[src/rtl/rsv_pkg.sv]
package rsv_pkg;
  localparam logic [7:0] CODE_TARGET = 8'hF8;
  localparam logic [7:0] CODE_IDENT  = 8'hF9;
  localparam logic [7:0] CODE_SERIAL = 8'hCD;
  localparam logic [7:0] CODE_SLEEP  = 8'h86;
  localparam logic [3:0] DEV_TYPE    = 4'hA;
  localparam int unsigned ID_BYTES   = 3;
  localparam int unsigned SN_BYTES   = 8;
  localparam int unsigned IDX_W      = $clog2(SN_BYTES);

  typedef enum logic [3:0] {
    ST_IDLE,
    ST_ADDR,
    ST_TGT,
    ST_ARMED,
    ST_CODE,
    ST_ID,
    ST_SN,
    ST_SLP,
    ST_SKIP
  } seq_st_t;
endpackage

[src/rtl/rsv_sleep_ctl.sv]
module rsv_sleep_ctl #(
  parameter int unsigned WAKE_CYC = 20000
) (
  input  logic clk,
  input  logic rst_n,
  input  logic sleep_req,
  input  logic wake_req,
  output logic asleep,
  output logic ready
);
  localparam int unsigned CW = $clog2(WAKE_CYC + 1);

  logic [CW-1:0] cnt_q;
  logic          asleep_q;

  always_ff @(posedge clk or negedge rst_n) begin
    if (!rst_n) begin
      asleep_q <= 1'b0;
      cnt_q    <= '0;
    end else if (wake_req && asleep_q) begin
      asleep_q <= 1'b0;
      cnt_q    <= CW'(WAKE_CYC);
    end else if (sleep_req) begin
      asleep_q <= 1'b1;
    end else if (cnt_q != '0) begin
      cnt_q <= cnt_q - 1'b1;
    end
  end

  assign asleep = asleep_q;
  assign ready  = !asleep_q && (cnt_q == '0);

  AST_SLEEP_ENTRY: assert property (@(posedge clk) disable iff (!rst_n)
    $rose(asleep_q) |-> $past(sleep_req)) else $error("sleep without request");
  AST_WAKE_ENTRY: assert property (@(posedge clk) disable iff (!rst_n)
    $fell(asleep_q) |-> $past(wake_req)) else $error("wake without request");
  AST_WAKE_NOT_READY: assert property (@(posedge clk) disable iff (!rst_n)
    $fell(asleep_q) |-> !ready) else $error("ready right after wake");
endmodule

[src/rtl/rsv_byte_src.sv]
module rsv_byte_src
  import rsv_pkg::*;
#(
  parameter logic [11:0] MAKER_ID = 12'h004,
  parameter logic [8:0]  PART_ID  = 9'h060,
  parameter logic [2:0]  REV_ID   = 3'h0
) (
  input  logic             sel_sn,
  input  logic [IDX_W-1:0] byte_idx,
  input  logic [55:0]      sn_body,
  output logic [7:0]       byte_out
);
  localparam int unsigned IDW = 8 * ID_BYTES;
  localparam logic [IDW-1:0] ID_WORD = {MAKER_ID, PART_ID, REV_ID};
  localparam int unsigned BODY_BYTES = SN_BYTES - 1;

  function automatic logic [7:0] crc8_msb(input logic [8*BODY_BYTES-1:0] d);
    logic [7:0] c;
    logic       fb;
    c = 8'h00;
    for (int i = 8 * BODY_BYTES - 1; i >= 0; i--) begin
      fb = c[7] ^ d[i];
      c  = {c[6:0], 1'b0} ^ (fb ? 8'h07 : 8'h00);
    end
    return c;
  endfunction

  logic [7:0] id_b [ID_BYTES];
  logic [7:0] sn_b [SN_BYTES];

  for (genvar g = 0; g < ID_BYTES; g++) begin : g_id
    assign id_b[g] = ID_WORD[IDW-1-8*g -: 8];
  end

  for (genvar g = 0; g < BODY_BYTES; g++) begin : g_sn
    assign sn_b[g] = sn_body[8*BODY_BYTES-1-8*g -: 8];
  end
  assign sn_b[SN_BYTES-1] = crc8_msb(sn_body);

  always_comb begin
    byte_out = 8'h00;
    if (sel_sn) begin
      for (int i = 0; i < SN_BYTES; i++)
        if (byte_idx == IDX_W'(i)) byte_out = sn_b[i];
    end else begin
      for (int i = 0; i < ID_BYTES; i++)
        if (byte_idx == IDX_W'(i)) byte_out = id_b[i];
    end
  end
endmodule

[src/rtl/rsv_seq_fsm.sv]
module rsv_seq_fsm
  import rsv_pkg::*;
(
  input  logic             clk,
  input  logic             rst_n,
  input  logic [2:0]       dev_sel,
  input  logic             bus_start,
  input  logic             bus_stop,
  input  logic             rx_valid,
  input  logic [7:0]       rx_data,
  input  logic             ready,
  input  logic             asleep,
  input  logic             tx_ready,
  input  logic             mst_ack_valid,
  input  logic             mst_ack,
  output logic             ack_valid,
  output logic             ack_drive,
  output logic             tx_valid,
  output logic             sel_sn,
  output logic [IDX_W-1:0] byte_idx,
  output logic             sleep_req,
  output logic             wake_req
);
  seq_st_t          st_q;
  logic             await_q;
  logic [IDX_W-1:0] idx_q;
  logic             ackv_q, ackd_q;
  logic             own_addr;
  logic             in_read;
  logic [IDX_W-1:0] last_idx;

  assign own_addr = (rx_data[7:1] == {DEV_TYPE, dev_sel});
  assign in_read  = (st_q == ST_ID) || (st_q == ST_SN);
  assign last_idx = (st_q == ST_SN) ? IDX_W'(SN_BYTES - 1) : IDX_W'(ID_BYTES - 1);

  assign sleep_req = bus_stop && (st_q == ST_SLP);
  assign wake_req  = rx_valid && !bus_start && !bus_stop && own_addr && asleep &&
                     ((st_q == ST_ADDR) || (st_q == ST_TGT));

  always_ff @(posedge clk or negedge rst_n) begin
    if (!rst_n) begin
      st_q    <= ST_IDLE;
      await_q <= 1'b0;
      idx_q   <= '0;
      ackv_q  <= 1'b0;
      ackd_q  <= 1'b0;
    end else begin
      ackv_q <= 1'b0;
      ackd_q <= 1'b0;
      if (bus_stop) begin
        st_q    <= ST_IDLE;
        await_q <= 1'b0;
      end else if (bus_start) begin
        st_q    <= (st_q == ST_ARMED) ? ST_CODE : ST_ADDR;
        await_q <= 1'b0;
        idx_q   <= '0;
      end else if (rx_valid) begin
        unique case (st_q)
          ST_ADDR: begin
            st_q <= ST_SKIP;
            if (rx_data == CODE_TARGET) begin
              ackv_q <= 1'b1;
              ackd_q <= 1'b1;
              st_q   <= ST_TGT;
            end else if (own_addr && !ready) begin
              ackv_q <= 1'b1;
              ackd_q <= 1'b0;
            end
          end
          ST_TGT: begin
            st_q <= ST_SKIP;
            if (own_addr) begin
              ackv_q <= 1'b1;
              ackd_q <= ready;
              if (ready) st_q <= ST_ARMED;
            end
          end
          ST_CODE: begin
            idx_q   <= '0;
            await_q <= 1'b0;
            unique case (rx_data)
              CODE_IDENT:  begin ackv_q <= 1'b1; ackd_q <= 1'b1; st_q <= ST_ID;  end
              CODE_SERIAL: begin ackv_q <= 1'b1; ackd_q <= 1'b1; st_q <= ST_SN;  end
              CODE_SLEEP:  begin ackv_q <= 1'b1; ackd_q <= 1'b1; st_q <= ST_SLP; end
              default:     st_q <= ST_SKIP;
            endcase
          end
          ST_ARMED, ST_SLP: st_q <= ST_SKIP;
          default: ;
        endcase
      end else if (in_read) begin
        if (!await_q && tx_ready) begin
          await_q <= 1'b1;
        end else if (await_q && mst_ack_valid) begin
          if (mst_ack) begin
            await_q <= 1'b0;
            idx_q   <= (idx_q == last_idx) ? '0 : idx_q + 1'b1;
          end else begin
            st_q    <= ST_IDLE;
            await_q <= 1'b0;
          end
        end
      end
    end
  end

  assign ack_valid = ackv_q;
  assign ack_drive = ackd_q;
  assign tx_valid  = in_read && !await_q;
  assign sel_sn    = (st_q == ST_SN);
  assign byte_idx  = idx_q;

  AST_ACK_FOLLOWS_BYTE: assert property (@(posedge clk) disable iff (!rst_n)
    ack_valid |-> $past(rx_valid)) else $error("ack without byte");
  AST_TX_HOLD: assert property (@(posedge clk) disable iff (!rst_n)
    (tx_valid && !tx_ready && !bus_start && !bus_stop) |=> (tx_valid && $stable(byte_idx) && $stable(sel_sn)))
    else $error("offered byte dropped");
  AST_NACK_ENDS_READ: assert property (@(posedge clk) disable iff (!rst_n)
    (in_read && await_q && mst_ack_valid && !mst_ack && !bus_start && !bus_stop) |=> !tx_valid)
    else $error("read continued after nack");
endmodule

[src/rtl/rsv_cmd_dec.sv]
module rsv_cmd_dec
  import rsv_pkg::*;
#(
  parameter logic [11:0] MAKER_ID = 12'h004,
  parameter logic [8:0]  PART_ID  = 9'h060,
  parameter logic [2:0]  REV_ID   = 3'h0,
  parameter int unsigned WAKE_CYC = 20000
) (
  input  logic        clk,
  input  logic        rst_n,
  input  logic [2:0]  dev_sel,
  input  logic [55:0] sn_body,
  input  logic        bus_start,
  input  logic        bus_stop,
  input  logic        rx_valid,
  input  logic [7:0]  rx_data,
  output logic        ack_valid,
  output logic        ack_drive,
  output logic        tx_valid,
  input  logic        tx_ready,
  output logic [7:0]  tx_data,
  input  logic        mst_ack_valid,
  input  logic        mst_ack,
  output logic        asleep,
  output logic        ready
);
  logic             sel_sn;
  logic [IDX_W-1:0] byte_idx;
  logic             sleep_req, wake_req;

  rsv_seq_fsm u_fsm (
    .clk           (clk),
    .rst_n         (rst_n),
    .dev_sel       (dev_sel),
    .bus_start     (bus_start),
    .bus_stop      (bus_stop),
    .rx_valid      (rx_valid),
    .rx_data       (rx_data),
    .ready         (ready),
    .asleep        (asleep),
    .tx_ready      (tx_ready),
    .mst_ack_valid (mst_ack_valid),
    .mst_ack       (mst_ack),
    .ack_valid     (ack_valid),
    .ack_drive     (ack_drive),
    .tx_valid      (tx_valid),
    .sel_sn        (sel_sn),
    .byte_idx      (byte_idx),
    .sleep_req     (sleep_req),
    .wake_req      (wake_req)
  );

  rsv_byte_src #(
    .MAKER_ID (MAKER_ID),
    .PART_ID  (PART_ID),
    .REV_ID   (REV_ID)
  ) u_src (
    .sel_sn   (sel_sn),
    .byte_idx (byte_idx),
    .sn_body  (sn_body),
    .byte_out (tx_data)
  );

  rsv_sleep_ctl #(
    .WAKE_CYC (WAKE_CYC)
  ) u_slp (
    .clk       (clk),
    .rst_n     (rst_n),
    .sleep_req (sleep_req),
    .wake_req  (wake_req),
    .asleep    (asleep),
    .ready     (ready)
  );

  AST_OWN_ACK_NEEDS_READY: assert property (@(posedge clk) disable iff (!rst_n)
    (ack_valid && ack_drive && $past(rx_data[7:1] == {DEV_TYPE, dev_sel})) |-> $past(ready))
    else $error("own address acked while not ready");
  AST_TX_ONLY_AWAKE: assert property (@(posedge clk) disable iff (!rst_n)
    tx_valid |-> !asleep) else $error("byte offered while asleep");
endmodule

[config.mk]
export PLATFORM = sky130hd
export DESIGN_NAME = rsv_cmd_dec
export DESIGN_NICKNAME = d
export VERILOG_FILES = /design/src/rtl/rsv_pkg.sv /design/src/rtl/rsv_sleep_ctl.sv /design/src/rtl/rsv_byte_src.sv /design/src/rtl/rsv_seq_fsm.sv /design/src/rtl/rsv_cmd_dec.sv
export SDC_FILE = /design/constraint.sdc
export NUM_CORES = 1
export LEC_CHECK = 0
export BUFFER_PORTS_ARGS = -buffer_cell sky130_fd_sc_hd__buf_2
export CAP_MARGIN = 20
export CORE_ASPECT_RATIO = 1.4
export CORE_MARGIN = 2
export CORE_UTILIZATION = 50
export DETAILED_ROUTE_END_ITERATION = 8
export GPL_ROUTABILITY_DRIVEN = 0
export PLACE_DENSITY = 0.82
export RECOVER_POWER = 100
export SYNTH_ARGS = -nofsm -noshare
export SYNTH_HDL_FRONTEND = slang
export SYNTH_SLANG_ARGS = --single-unit
[constraint.sdc]
create_clock -name clk -period 4.8 [get_ports clk]
set_input_delay 0.48 -clock clk [delete_from_list [all_inputs] [get_ports clk]]
set_output_delay 0.48 -clock clk [all_outputs]
set_load 0.02 [all_outputs]
Word-level counts from Yosys, hierarchy flattened. Index checks and enable logic that the tools add are counted.

Flip-flop bits (word level): 26. Output and inout port bits: 13. Logic and storage cells: 298.

Add/sub/neg operators: 2. Equality and inequality tests: 27. Muxes and demuxes: 115. Bitwise operators: 111. Reduce and logical (&&, ||, !) cells: 36.

Operators by type and width (count): 8-bit XOR (55); 3-bit two-way mux (66); 8-bit two-way mux (9); 1-bit XOR (54); 15-bit two-way mux (3); 4-bit two-way mux (10); 8-bit == test (second input constant) (4); 1-bit two-way mux (21); 4-bit by 3-bit == test with 1-bit output (second input constant) (4); 4-bit one-hot mux with 4 select lines (1); 15-bit logical NOT (1); 15-bit nonzero test (1); 15-bit by 1-bit subtractor with 15-bit output (second input constant) (1); 7-bit two-way mux (2); 3-bit == test (second input constant) (4); 1-bit logical AND (12); 4-bit one-hot mux with 3 select lines (1); 3-bit nonzero test (3); 4-bit by 2-bit == test with 1-bit output (second input constant) (2); 4-bit inequality test (second input constant) (2); 4-bit nonzero test (2); 7-bit == test (1); 7-bit by 3-bit inequality test with 1-bit output (second input constant) (1); 3-bit by 2-bit == test with 1-bit output (second input constant) (2); other kinds (22) (29).

Logic depth before layout (Yosys ltp). Gate-level depths: netlist (run 1).

Word-level depth: 167. Depth in mapped cells: 13.

Cells and area by module. Synthesis (run 1) repeated with hierarchy kept, for this count alone.

Cell total of the unflattened synthesis: 400. Area total of the unflattened synthesis: 4140.2 µm².

By module, submodules not included: rsv_byte_src (times used 1, cells an instance 199, area an instance 2303.5 µm²); rsv_seq_fsm (times used 1, cells an instance 106, area an instance 945.9 µm²); rsv_sleep_ctl (times used 1, cells an instance 95, area an instance 890.9 µm²).

Worst setup path before layout (run 1). OpenSTA, ideal clock, no wires.

Path kind: input to output. Start: input port sn_body[49]. End: output port tx_data[4]. Data arrival time: 3.666 ns. Data required time: 4.320 ns. Setup slack: 0.654 ns. Cell stages on the path: 11. Cells stage by stage: buf_2 > xor3_2 > xnor3_2 > xor3_2 > xnor3_1 > xnor2_2 > xnor2_2 > xor2_1 > xnor2_1 > xnor2_1 > a211oi_1.

Word-level cells in the longest chain between the ends: 68.

Ends and longest elaborated chain: start, declared (RTL line rsv_cmd_dec.sv:12) `input logic [55:0] sn_body,`; 1-bit XOR * (RTL line rsv_byte_src.sv:22) `fb = c[7] ^ d[i];`; 3-bit two-way mux * (RTL line rsv_byte_src.sv:23) `c = {c[6:0], 1'b0} ^ (fb ? 8'h07 : 8'h00);`; 8-bit XOR * (6 in series) (RTL line rsv_byte_src.sv:23); 1-bit XOR or 8-bit XOR (tied branches) (RTL line rsv_byte_src.sv:22, rsv_byte_src.sv:23); 3-bit two-way mux (tied with other cells) (RTL line rsv_byte_src.sv:23); 8-bit XOR * (6 in series) (RTL line rsv_byte_src.sv:23); 1-bit XOR or 8-bit XOR (tied branches) (RTL line rsv_byte_src.sv:22, rsv_byte_src.sv:23); 3-bit two-way mux (tied with other cells) (RTL line rsv_byte_src.sv:23); (+31 left out); 1-bit XOR or 8-bit XOR (tied branches) (RTL line rsv_byte_src.sv:22, rsv_byte_src.sv:23); 3-bit two-way mux (tied with other cells) (RTL line rsv_byte_src.sv:23); 8-bit XOR * (8 in series) (RTL line rsv_byte_src.sv:23); 1-bit XOR or 8-bit XOR (tied branches) (RTL line rsv_byte_src.sv:22, rsv_byte_src.sv:23); 3-bit two-way mux (tied with other cells) (RTL line rsv_byte_src.sv:23); 8-bit XOR * (5 in series) (RTL line rsv_byte_src.sv:23); 8-bit two-way mux * (RTL line rsv_byte_src.sv:44) `if (byte_idx == IDX_W'(i)) byte_out = sn_b[i];`; 8-bit two-way mux * (RTL line rsv_byte_src.sv:42) `if (sel_sn) begin`; end, declared (RTL line rsv_cmd_dec.sv:21) `output logic [7:0] tx_data,`.

Mark *: on every way between the ends. The rest lies on a longest branch, timed or not.

Final worst setup path (run 1).
Start: input port sn_body[55]. End: output port tx_data[1].

Word-level cells in the longest chain between the ends: 76.

Ends and longest elaborated chain (RTL line): 3-bit two-way mux * (rsv_byte_src.sv:23); 8-bit XOR * (5 in series) (rsv_byte_src.sv:23); 1-bit XOR or 8-bit XOR (tied branches) (rsv_byte_src.sv:22, rsv_byte_src.sv:23); 3-bit two-way mux or 1-bit XOR (tied branches) (rsv_byte_src.sv:23, rsv_byte_src.sv:22); 8-bit XOR * (6 in series) (rsv_byte_src.sv:23); 1-bit XOR or 8-bit XOR (tied branches) (rsv_byte_src.sv:22, rsv_byte_src.sv:23); 3-bit two-way mux or 1-bit XOR (tied branches) (rsv_byte_src.sv:23, rsv_byte_src.sv:22); 8-bit XOR * (6 in series) (rsv_byte_src.sv:23); (+40 left out); 1-bit XOR or 8-bit XOR (tied branches) (rsv_byte_src.sv:22, rsv_byte_src.sv:23); 3-bit two-way mux or 1-bit XOR (tied branches) (rsv_byte_src.sv:23, rsv_byte_src.sv:22); 8-bit XOR * (6 in series) (rsv_byte_src.sv:23); 1-bit XOR or 8-bit XOR (tied branches) (rsv_byte_src.sv:22, rsv_byte_src.sv:23); 3-bit two-way mux or 1-bit XOR (tied branches) (rsv_byte_src.sv:23, rsv_byte_src.sv:22); 8-bit XOR * (2 in series) (rsv_byte_src.sv:23); 8-bit two-way mux * (rsv_byte_src.sv:44); 8-bit two-way mux * (rsv_byte_src.sv:42).

Marked as above.

==> results.md, run 1 <==
Outcome:
- The flow ran to the end, and the final reports show no timing, DRC or antenna violations.

Timing:
- The time the worst path needs with I/O delays and setup is 4.50 ns.
- The final clock period utilization by the worst path is 0.938.
- Setup repair after global routing left no endpoint under its margin.
- The number of hold-slack violations in the final timing report is 0.
- The maximum clock rate is 222 MHz.
- The post-route setup TNS is 0 ns.
- The worst pin sits at a relative slew slack of 0.0864.
- The largest clock skew in the final design is 0.00228 ns.
- The number of setup violations in the final report is 0.
- The worst-margin pin slew is 1.37 ns.
- The number of max-slew violations in the final report is 0.

Worst setup path:
- The worst setup path is of the in -> out kind.
- The category of the worst setup path launch point is a primary input.
- The worst setup path is captured at an output port.
- The critical path goes through buf_2 -> xnor3_1 -> xnor2_2 -> xnor3_1 -> xnor2_1 -> xnor3_1 -> xor2_1 -> xnor2_2 -> xnor2_2 -> mux2_2 -> o21ai_1 -> buf_2.
- The worst path buffer plus inverter count is 2.
- Among all stages on the critical path, the largest delay is contributed by sky130_fd_sc_hd__xnor3_1.
- In this run the worst path has a maximum fanout of 6.
- The delay contributed by the slowest stage of the critical path is 0.51 ns.
- The data arrival at the endpoint of the critical path is 4.02 ns.
- The kind of cell adding the most delay to the critical path is XOR/XNOR gates.
- At the worst endpoint, the required time is 4.32 ns.

Placement:
- The placed wire-length estimate is 8970 microns.
- During placement, the flow inserted port buffers numbering 87.
- Once placement completed, the tool counted placed cells totaling 631.

Power and ir drop:
- Summed over all nets, the switching power comes to 2.19 mW.
- Summed over all cells, the static leakage comes to 2.11 nW.
- The power density over the cells is 1030 nW/um^2.
- The share of total power in combinational logic is 0.887.
- Across the VDD grid, the largest voltage drop is 1030 uV.
- The internal power of the cells totals 2.61 mW.
- Of the total power, registers draw 0.071.
- The switching part of the total is 0.457.
- The share of total power in the clock network is 0.042.

Routing:
- The detailed router finished its first iteration with 179 violations.
- For this run, the detailed router's first-pass iteration total came to 4.
- Dividing the detail-routed wire length by the instance count gives 17.2 microns.
- The detail route stage leaves a number of antenna-violating nets equal to 0.
- The final layout contains routed wiring with a total length of 10900 microns.
- For this run, design rule violations remaining after detail routing come to 0.
- The via total after detailed routing is 3706.
- Using the TritonRoute via totals, the vias-per-cell ratio works out to 5.84.

Synth:
- The number of enable-type register cells in the synthesized netlist is 0.
- After synthesis, the share of flip-flops with an asynchronous set or reset is 1.00.
- Summing every instance area after synthesis gives 4100 sq um.
- After synthesis, the netlist uses 56 different library cells.
- After synthesis, the mean cell area works out to 8.85 sq um.
- For this run, the register share of the synthesized area comes to 0.159.
- The register bit total from synthesis is 26.
- The synthesized net count is 545.
- In the synthesized netlist the dominant register cell turns out to be sky130_fd_sc_hd__dfrtp_1.
- The Yosys step of the flow raised 0 warnings.
- Counting every instance in the synthesized netlist gives 463.

Cells and area:
- The area added between synthesis and finish is 13.4%.
- Of the cells placed in the final design, the portion with a size suffix greater than 1 is 0.203.
- The library cells used most frequently in the layout, excluding fill and tap cells, are 80 x sky130_fd_sc_hd__buf_2, 76 x sky130_fd_sc_hd__xnor2_1, 50 x sky130_fd_sc_hd__nor2_1, 37 x sky130_fd_sc_hd__nand2_1, 30 x sky130_fd_sc_hd__a21oi_1.
- The number of antenna diodes in the final layout is 0.
- The utilization after layout is 0.577.
- The commonest non-fill, non-tap cell in the layout is sky130_fd_sc_hd__buf_2.
- The count of non-filler cells in the finished layout is 635.
- The number of nets in the layout is 616.

Global route:
- The wire length of the first global-routing pass is 17200 microns.
- The initial antenna violation count came to 0.
- The all-layer global routing usage is 0.245.
- The via count of the first global-routing pass is 3607.
- The largest net degree at the start of global routing is 27.
- After global routing the overflow that remains totals 0.

Clock network:
- No sink is reached through more buffers than the 2 on the longest clock path.
- After clock tree synthesis, the flow added hold-fix buffers numbering 0.
- The clock network latency to the later pin of the worst-skew pair is 0.26 ns.
- CTS placed an instance of sky130_fd_sc_hd__clkbuf_16 at the clock tree root.
- Once the clock tree was built, the resizer swapped 0 gates to a different size.
- The clock transition time at the flip-flop clock pins of the worst setup and hold paths is 0.06 ns.
- In this run the post-CTS setup repair buffer count came out at 0.
- For this design, the sink count on the clock tree is 26.
- The total CTS buffers is 3.
- The deepest level of the CTS H-tree is 1.
- TritonCTS built the clock tree.

Floorplanning:
- The initial cell density of the core is 0.509.
- In this run the standard cell core region covers 8050 sq um.
- The total number of placement rows is 39.
- The top-level port count is 88.
- The horizontal die dimension is 80.5 microns.
- Measured along the y axis, the die boundary spans 111 microns.
- The area of the die is 8950 sq um.

Run:
- Max-cap violations in this run came to 0.

Worst hold path:
- The tightest min-delay check is of the in -> reg type.
## area by class of cell
class,instances,area [sq um]
clock buffer,4,88.8
fill,735,3400
inverter,10,37.5
multi-input combinational,405,3310
sequential,26,651
tap,102,128
timing repair buffer,88,434
## power groups by stage
stage                     combinational [mW]  sequential, mW  clock (mW)
final                                   4.26           0.343       0.202
after global routing                    4.52           0.351       0.220
after floorplan                         3.64           0.329           0
after detailed placement                4.22           0.345           0
after CTS                               4.26           0.342       0.205
after global placement                  4.15           0.340           0
## per-stage QoR
stage	setup WS [ns]	area, sq um	hold WS, ns	total power [mW]
finish	0.299	4650	0.471	4.81
global route	0.134	4650	0.492	5.09
CTS	0.373	4670	0.234	4.81
detailed placement	0.397	4580	0.466	4.56
global placement	0.444	4580	0.452	4.49
floorplan	0.654	4100	0.184	3.97
## cells by family (layout without fill, tap and decap cells)
family | Yosys count | in the layout | share of synthesized area
adder cells (fa/ha/maj) | 7 | 7 | 0.0214
AND/OR/NAND/NOR | 147 | 147 | 0.171
buffers and inverters | 32 | 102 | 0.0314
XOR/XNOR | 149 | 149 | 0.458
multiplexers | 3 | 3 | 0.00824
AO/OA/AOI/OAI | 99 | 99 | 0.152
flip-flops | 26 | 26 | 0.159
## routing by layer
layer | global-route usage | up-vias | part of all wire
met1 | 0.268 | 1726 | 0.37
met4 | 0.166 | 0 | 0.076
met2 | 0.431 | 176 | 0.49
met5 | 0 | - | 0
met3 | 0.0277 | 50 | 0.064
li1 | - | 1754 | -
## Yosys cell counts (2+ instances only)
cell,instances,share of area
sky130_fd_sc_hd__a211oi_1,5,0.0092
sky130_fd_sc_hd__a21o_1,4,0.0073
sky130_fd_sc_hd__a21oi_1,30,0.037
sky130_fd_sc_hd__a22oi_1,3,0.0055
sky130_fd_sc_hd__a311oi_1,4,0.0085
sky130_fd_sc_hd__a31oi_1,2,0.0031
sky130_fd_sc_hd__a32oi_1,3,0.0064
sky130_fd_sc_hd__clkbuf_1,19,0.017
sky130_fd_sc_hd__dfrtp_1,26,0.16
sky130_fd_sc_hd__ha_1,7,0.021
sky130_fd_sc_hd__inv_1,10,0.0092
sky130_fd_sc_hd__mux2_2,3,0.0082
sky130_fd_sc_hd__nand2_1,37,0.034
sky130_fd_sc_hd__nand2b_1,8,0.012
sky130_fd_sc_hd__nand3_1,11,0.013
sky130_fd_sc_hd__nand3b_1,4,0.0073
sky130_fd_sc_hd__nand4_1,3,0.0046
sky130_fd_sc_hd__nor2_1,50,0.046
sky130_fd_sc_hd__nor2b_1,7,0.011
sky130_fd_sc_hd__nor3_1,9,0.011
sky130_fd_sc_hd__nor4_1,4,0.0061
sky130_fd_sc_hd__o211ai_1,4,0.0073
sky130_fd_sc_hd__o21ai_0,22,0.027
sky130_fd_sc_hd__o21ai_1,2,0.0024
sky130_fd_sc_hd__o22ai_1,3,0.0046
sky130_fd_sc_hd__o31ai_1,8,0.015
sky130_fd_sc_hd__or2_2,2,0.0031
sky130_fd_sc_hd__or3_1,3,0.0046
sky130_fd_sc_hd__or4_1,3,0.0055
sky130_fd_sc_hd__xnor2_1,75,0.16
sky130_fd_sc_hd__xnor2_2,10,0.040
sky130_fd_sc_hd__xnor2_4,3,0.020
sky130_fd_sc_hd__xnor3_1,24,0.13
sky130_fd_sc_hd__xnor3_2,2,0.012
sky130_fd_sc_hd__xor2_1,29,0.062
sky130_fd_sc_hd__xor2_2,2,0.0079
sky130_fd_sc_hd__xor3_2,3,0.018
## registers in the layout (all words and copies together), names as in the netlist
register / cells
u_fsm.ack_drive: 1
u_slp.asleep: 1
u_fsm.byte_idx: 3
u_slp.cnt_q: 15
u_fsm.await_q: 1
u_fsm.ack_valid: 1
u_fsm.st_q: 4
## worst paths after layout
| path | startpoint | to | slack (ns) | depth (start not counted) |
|---|---|---|---|---|
| setup reg to reg | u_slp.cnt_q[9] | u_fsm.st_q[0] | 2.24 | 9 |
| hold reg to reg | u_slp.cnt_q[14] | u_slp.cnt_q[14] | 0.48 | 1 |
| max in group asynchronous | rst_n | u_slp.cnt_q[10] | 3.48 | 1 |
| setup / recovery | sn_body[55] | tx_data[1] | 0.30 | 12 |
| min in group asynchronous | rst_n | u_fsm.st_q[0] | 0.51 | 1 |
| hold / removal | bus_stop | u_fsm.await_q | 0.47 | 2 |
(Power assumes the default switching activity.)
==> run 2, diff against run 1 <==
Settings changed: ABC_AREA set to 1, PLACE_DENSITY 0.82 to 0.8.
==> run 2 against run 1 <==
  * Sequential cell count is the same
  * Synthesized cell count grew 100%
  * Global-route usage up 1.2 points
  * Cell area up 24%
  * Die area rose by 22%
  * Worst setup slack better by 0.12 ns
  * Critical endpoint unchanged
  * Worst hold slack lost 0.038 ns
  * Synthesized area up 23%
  * Critical path depth is 22 higher
  * Power is 26% lower
==> results.md, run 2 <==
Timing:
- The number of max-slew violations in the final report is 0 (unchanged).
- The worst-margin pin slew is 1.41 ns (+0.0422 ns).
- The final clock period utilization by the worst path is 0.913 (-0.0242).
- The number of setup violations in the final report is 0 (unchanged).
- The number of hold-slack violations in the final timing report was 0 (unchanged).
- Setup repair after global routing could not meet its margin everywhere.
- The worst slew slack as a fraction of its limit is 0.0582 (-0.0282).
- The maximum clock rate came to 228 MHz (+2.6%).
- The post-route setup TNS came to 0 ns (unchanged).
- The worst hold slack after final layout is 0.433 ns (-0.0376 ns).
- The time the worst path needs with I/O delays and setup is 4.38 ns (-0.116 ns).
- The largest clock skew in the final design is 0.00582 ns (+0.00354 ns).

Placement:
- The total cell area at the placement stage is 5630 sq um (+23%).
- The placed instance count is 1160 (+84%).
- The placed wire-length estimate is 11900 microns (+33%).
- The number of input and output port buffers inserted is 87 (unchanged).

Routing:
- The ratio of routed vias to standard cells is 5.29 (-9.4%).
- The average wire length per cell after detail routing is 12.2 microns (-29%).
- The number of antenna-violating nets in the routed design is 0 (unchanged).
- The final wirelength is 14200 microns (+30%).
- The iteration count of the initial detailed-routing pass was 4 (unchanged).
- The number of remaining DRC errors is 0 (unchanged).
- The count of routing violations after the opening detailed-route iteration is 312 (+74%).
- The via total after detailed routing was 6159 (+66%).

Worst setup path:
- On the critical path, the stage with the largest delay is an instance of sky130_fd_sc_hd__xor2_2.
- The worst setup path is captured at an output port.
- The count of cells along the worst register-to-register path came to 21 (+12).
- The largest driver fanout on the critical path was 5 (-1).
- The internal reg-to-reg setup slack is 1.82 ns (-0.42 ns).
- The launching point of the worst reg2reg path is u_fsm.st_q[1].
- The data arrival at the endpoint of the critical path is 3.90 ns (-0.12 ns).
- The critical path start-end classification is in -> out.
- In this run the critical register-to-register path is captured at u_slp.cnt_q[14].
- STA classifies the critical path startpoint as a primary input.
- The cell that appears most often on the critical path is sky130_fd_sc_hd__nand2_1.
- The delay contributed by the slowest stage of the critical path is 0.22 ns (-0.29 ns).
- The required time at the worst-slack endpoint is 4.32 ns (about the same).

Cells and area:
- The largest register by flop count is u_slp.cnt_q.
- The share of cells above drive strength 1 is 0.210 (+0.00708).
- The count of non-filler cells in the finished layout was 1165 (+83%).
- The number of nets in the layout is 1114 (+81%).
- The count of antenna diodes in the layout is 0 (unchanged).
- The number of fill cells in the layout came to 1078 (+47%).
- In the layout the commonest cells are 304 x sky130_fd_sc_hd__nand2_1, 139 x sky130_fd_sc_hd__inv_1, 132 x sky130_fd_sc_hd__nand3_1, 78 x sky130_fd_sc_hd__buf_2, 67 x sky130_fd_sc_hd__nand2_2.
- The area of combinational cells with multiple inputs came to 3800 sq um (+15%).
- The register area was 651 sq um (unchanged).
- The commonest non-fill, non-tap cell in the layout is sky130_fd_sc_hd__nand2_1.
- The area added between synthesis and finish is 14.3%.
- The summed area of non-filler cells in the final layout is 5770 sq um (+24%).
- The flip-flop count of the largest register after layout was 15 (unchanged).

Synth:
- The number of different library cells in the post-synthesis netlist is 39 (-30%).
- The cell count after synthesis came to 943 (+100%).
- The share of the synthesized area in the top cell type is 0.235 (+0.0747).
- The number of enable-type register cells in the synthesized netlist is 0 (unchanged).
- The part of the Yosys area used for sequential elements is 0.129 (-0.0299).
- The most numerous cell in the Yosys netlist is sky130_fd_sc_hd__nand2_1.
- By count the netlist is led by 316 x sky130_fd_sc_hd__nand2_1, 139 x sky130_fd_sc_hd__inv_1, 136 x sky130_fd_sc_hd__nand3_1.
- The post-synth design cell area is 5050 sq um (+23%).
- By area the synthesized netlist is led by sky130_fd_sc_hd__nand2_1 23%, sky130_fd_sc_hd__nand3_1 13%, sky130_fd_sc_hd__dfrtp_1 13%.
- The register bit total from synthesis was 26 (unchanged).
- Among all flip-flop cells after synthesis, the most frequent one is sky130_fd_sc_hd__dfrtp_1.
- The most area-hungry cell type in the Yosys netlist is sky130_fd_sc_hd__nand2_1.
- The synthesized net count was 1025 (+88%).
- The Yosys warning count is 0 (unchanged).
- The share of flip-flops with an asynchronous set or reset after synthesis is 1.00 (unchanged).
- The synthesized area per cell is 5.35 sq um (-40%).

Floorplanning:
- The initial cell density of the core came to 0.513 (+0.00368).
- The area of the core is 9850 sq um (+22%).
- The horizontal die dimension is 88.9 microns (+10%).
- The die height is 123 microns (+11%).
- The area of the die came to 10900 sq um (+22%).
- The top-level port count is 88 (unchanged).
- The total number of placement rows came to 43 (+10%).

Power and ir drop:
- The share of total power in the clock network came to 0.052 (+0.010).
- The share of total power in combinational logic is 0.863 (-0.024).
- The leakage power figure came to 3.45 nW (+64%).
- The power density over the cells came to 619 nW/um^2 (-40%).
- The worst IR drop on VDD is 337 uV (-67%).
- The switching component of the power is 2.17 mW (-1.1%).
- The internal power contribution is 1.40 mW (-46%).
- The sequential share of power is 0.085 (+0.014).
- The switching part of the total is 0.608 (+0.151).

Global route:
- The leftover overflow at the end of global routing is 0 (unchanged).
- The all-layer global routing usage is 0.258 (+0.0123).
- The via count of the first global-routing pass is 5503 (+53%).
- The initial antenna violation count is 0 (unchanged).
- The wire length of the first global-routing pass came to 23000 microns (+34%).
- The largest net degree at the start of global routing is 27 (unchanged).

Worst hold path:
- The source of the worst hold timing path is bus_start.
- In this run the worst hold path is classified as in -> reg.
- For hold timing, the worst endpoint is u_fsm.ack_drive.
- The number of cells on the worst hold path is 2 (unchanged).

Clock network:
- The TritonCTS sink count is 26 (unchanged).
- The master cell of the clock root buffer is sky130_fd_sc_hd__clkbuf_16.
- The deepest level of the CTS H-tree is 1 (unchanged).
- The clock network latency to the later pin of the worst-skew pair came to 0.26 ns (about the same).
- The total CTS buffers was 3 (unchanged).
- The clock transition time at the flip-flop clock pins of the worst setup and hold paths is 0.07 ns (about the same).
- The number of buffers between clock root and the deepest sink came to 2 (unchanged).
- The CTS tree is done.

Outcome:
- The run finished with clean final reports.

Run:
- The max-capacitance violation count came to 0 (unchanged).
-- run 2: cell types whose count changed in the layout (fill, tap and decap cells not counted), sizes merged, moves of 20 or more --
cell and delta:
nand2 +342, inv +157, nand3 +141, xnor2 -86, xnor3 -25, xor2 -23, o21ai +20
-- run 2: cell type report --
| class | count | area share |
|---|---|---|
| Multi-Input combinational cell | 744 | 0.659 |
| Sequential cell | 26 | 0.113 |
| Inverter | 168 | 0.109 |
| Timing Repair Buffer | 89 | 0.0772 |
| Tap cell | 135 | 0.0293 |
| Clock buffer | 3 | 0.0130 |
-- run 2: worst max-delay path by stage --
| stage | startpoint | endpoint | slack, ns | cells after the start |
|---|---|---|---|---|
| final | sn_body[55] | tx_data[1] | 0.42 | 34 |
| after CTS | sn_body[52] | tx_data[6] | 0.40 | 39 |
| after global routing | sn_body[51] | tx_data[5] | -0.01 | 40 |
| after floorplan | sn_body[49] | tx_data[4] | 1.0 | 32 |
| after detailed placement | sn_body[52] | tx_data[1] | 0.41 | 38 |
| after global placement | sn_body[52] | tx_data[1] | 0.45 | 38 |
-- run 2: through the flow --
stage	setup slack, ns	util	total power, mW
2_1_floorplan	0.999	-	2.74
3_3_place_gp	0.450	0.572	3.21
3_5_place_dp	0.414	0.572	3.27
4_1_cts	0.400	0.580	3.47
5_1_grt	-0.0113	0.586	4.02
6_report	0.415	0.586	3.57
-- run 2: power groups by stage --
stage / logic, mW / clock network [mW] / registers (mW)
after floorplan: 2.44 / 0 / 0.298
after global placement: 2.91 / 0 / 0.305
after detailed placement: 2.96 / 0 / 0.307
after CTS: 2.98 / 0.184 / 0.303
after global routing: 3.52 / 0.191 / 0.310
final: 3.08 / 0.184 / 0.305
-- run 2: layer usage --
metal	routed length [microns]	up-vias	global-route usage	part of all wire
met5	0	-	0	0
met1	5810	2736	0.296	0.41
li1	-	3222	-	-
met3	582	30	0.0140	0.041
met4	347	0	0.0805	0.024
met2	7450	171	0.496	0.53
-- run 2: worst max-delay path, delay by kind of cell --
| family | cells | cell delay, ns |
|---|---|---|
| buf+inv | 5 | 0.48 |
| xor+xnor | 2 | 0.42 |
| simple gates | 27 | 2.54 |
-- run 2: logic make-up after synthesis --
| logic type | Yosys count | share of synthesized area |
|---|---|---|
| buffers and inverters | 173 | 0.129 |
| DFF | 26 | 0.129 |
| adders and majority gates | 7 | 0.0173 |
| AOI/OAI and AO/OA | 110 | 0.128 |
| xor gates and xnor gates | 11 | 0.0233 |
| and+or+nand+nor | 616 | 0.574 |
-- run 2: repair_timing --
item / CTS / global route
gates resized for setup: 0 / 19
endpoints found under the setup margin: 0 / 8
setup buffers: 0 / 2
hold endpoints to repair: 0 / 0
hold buffers: 0 / 0
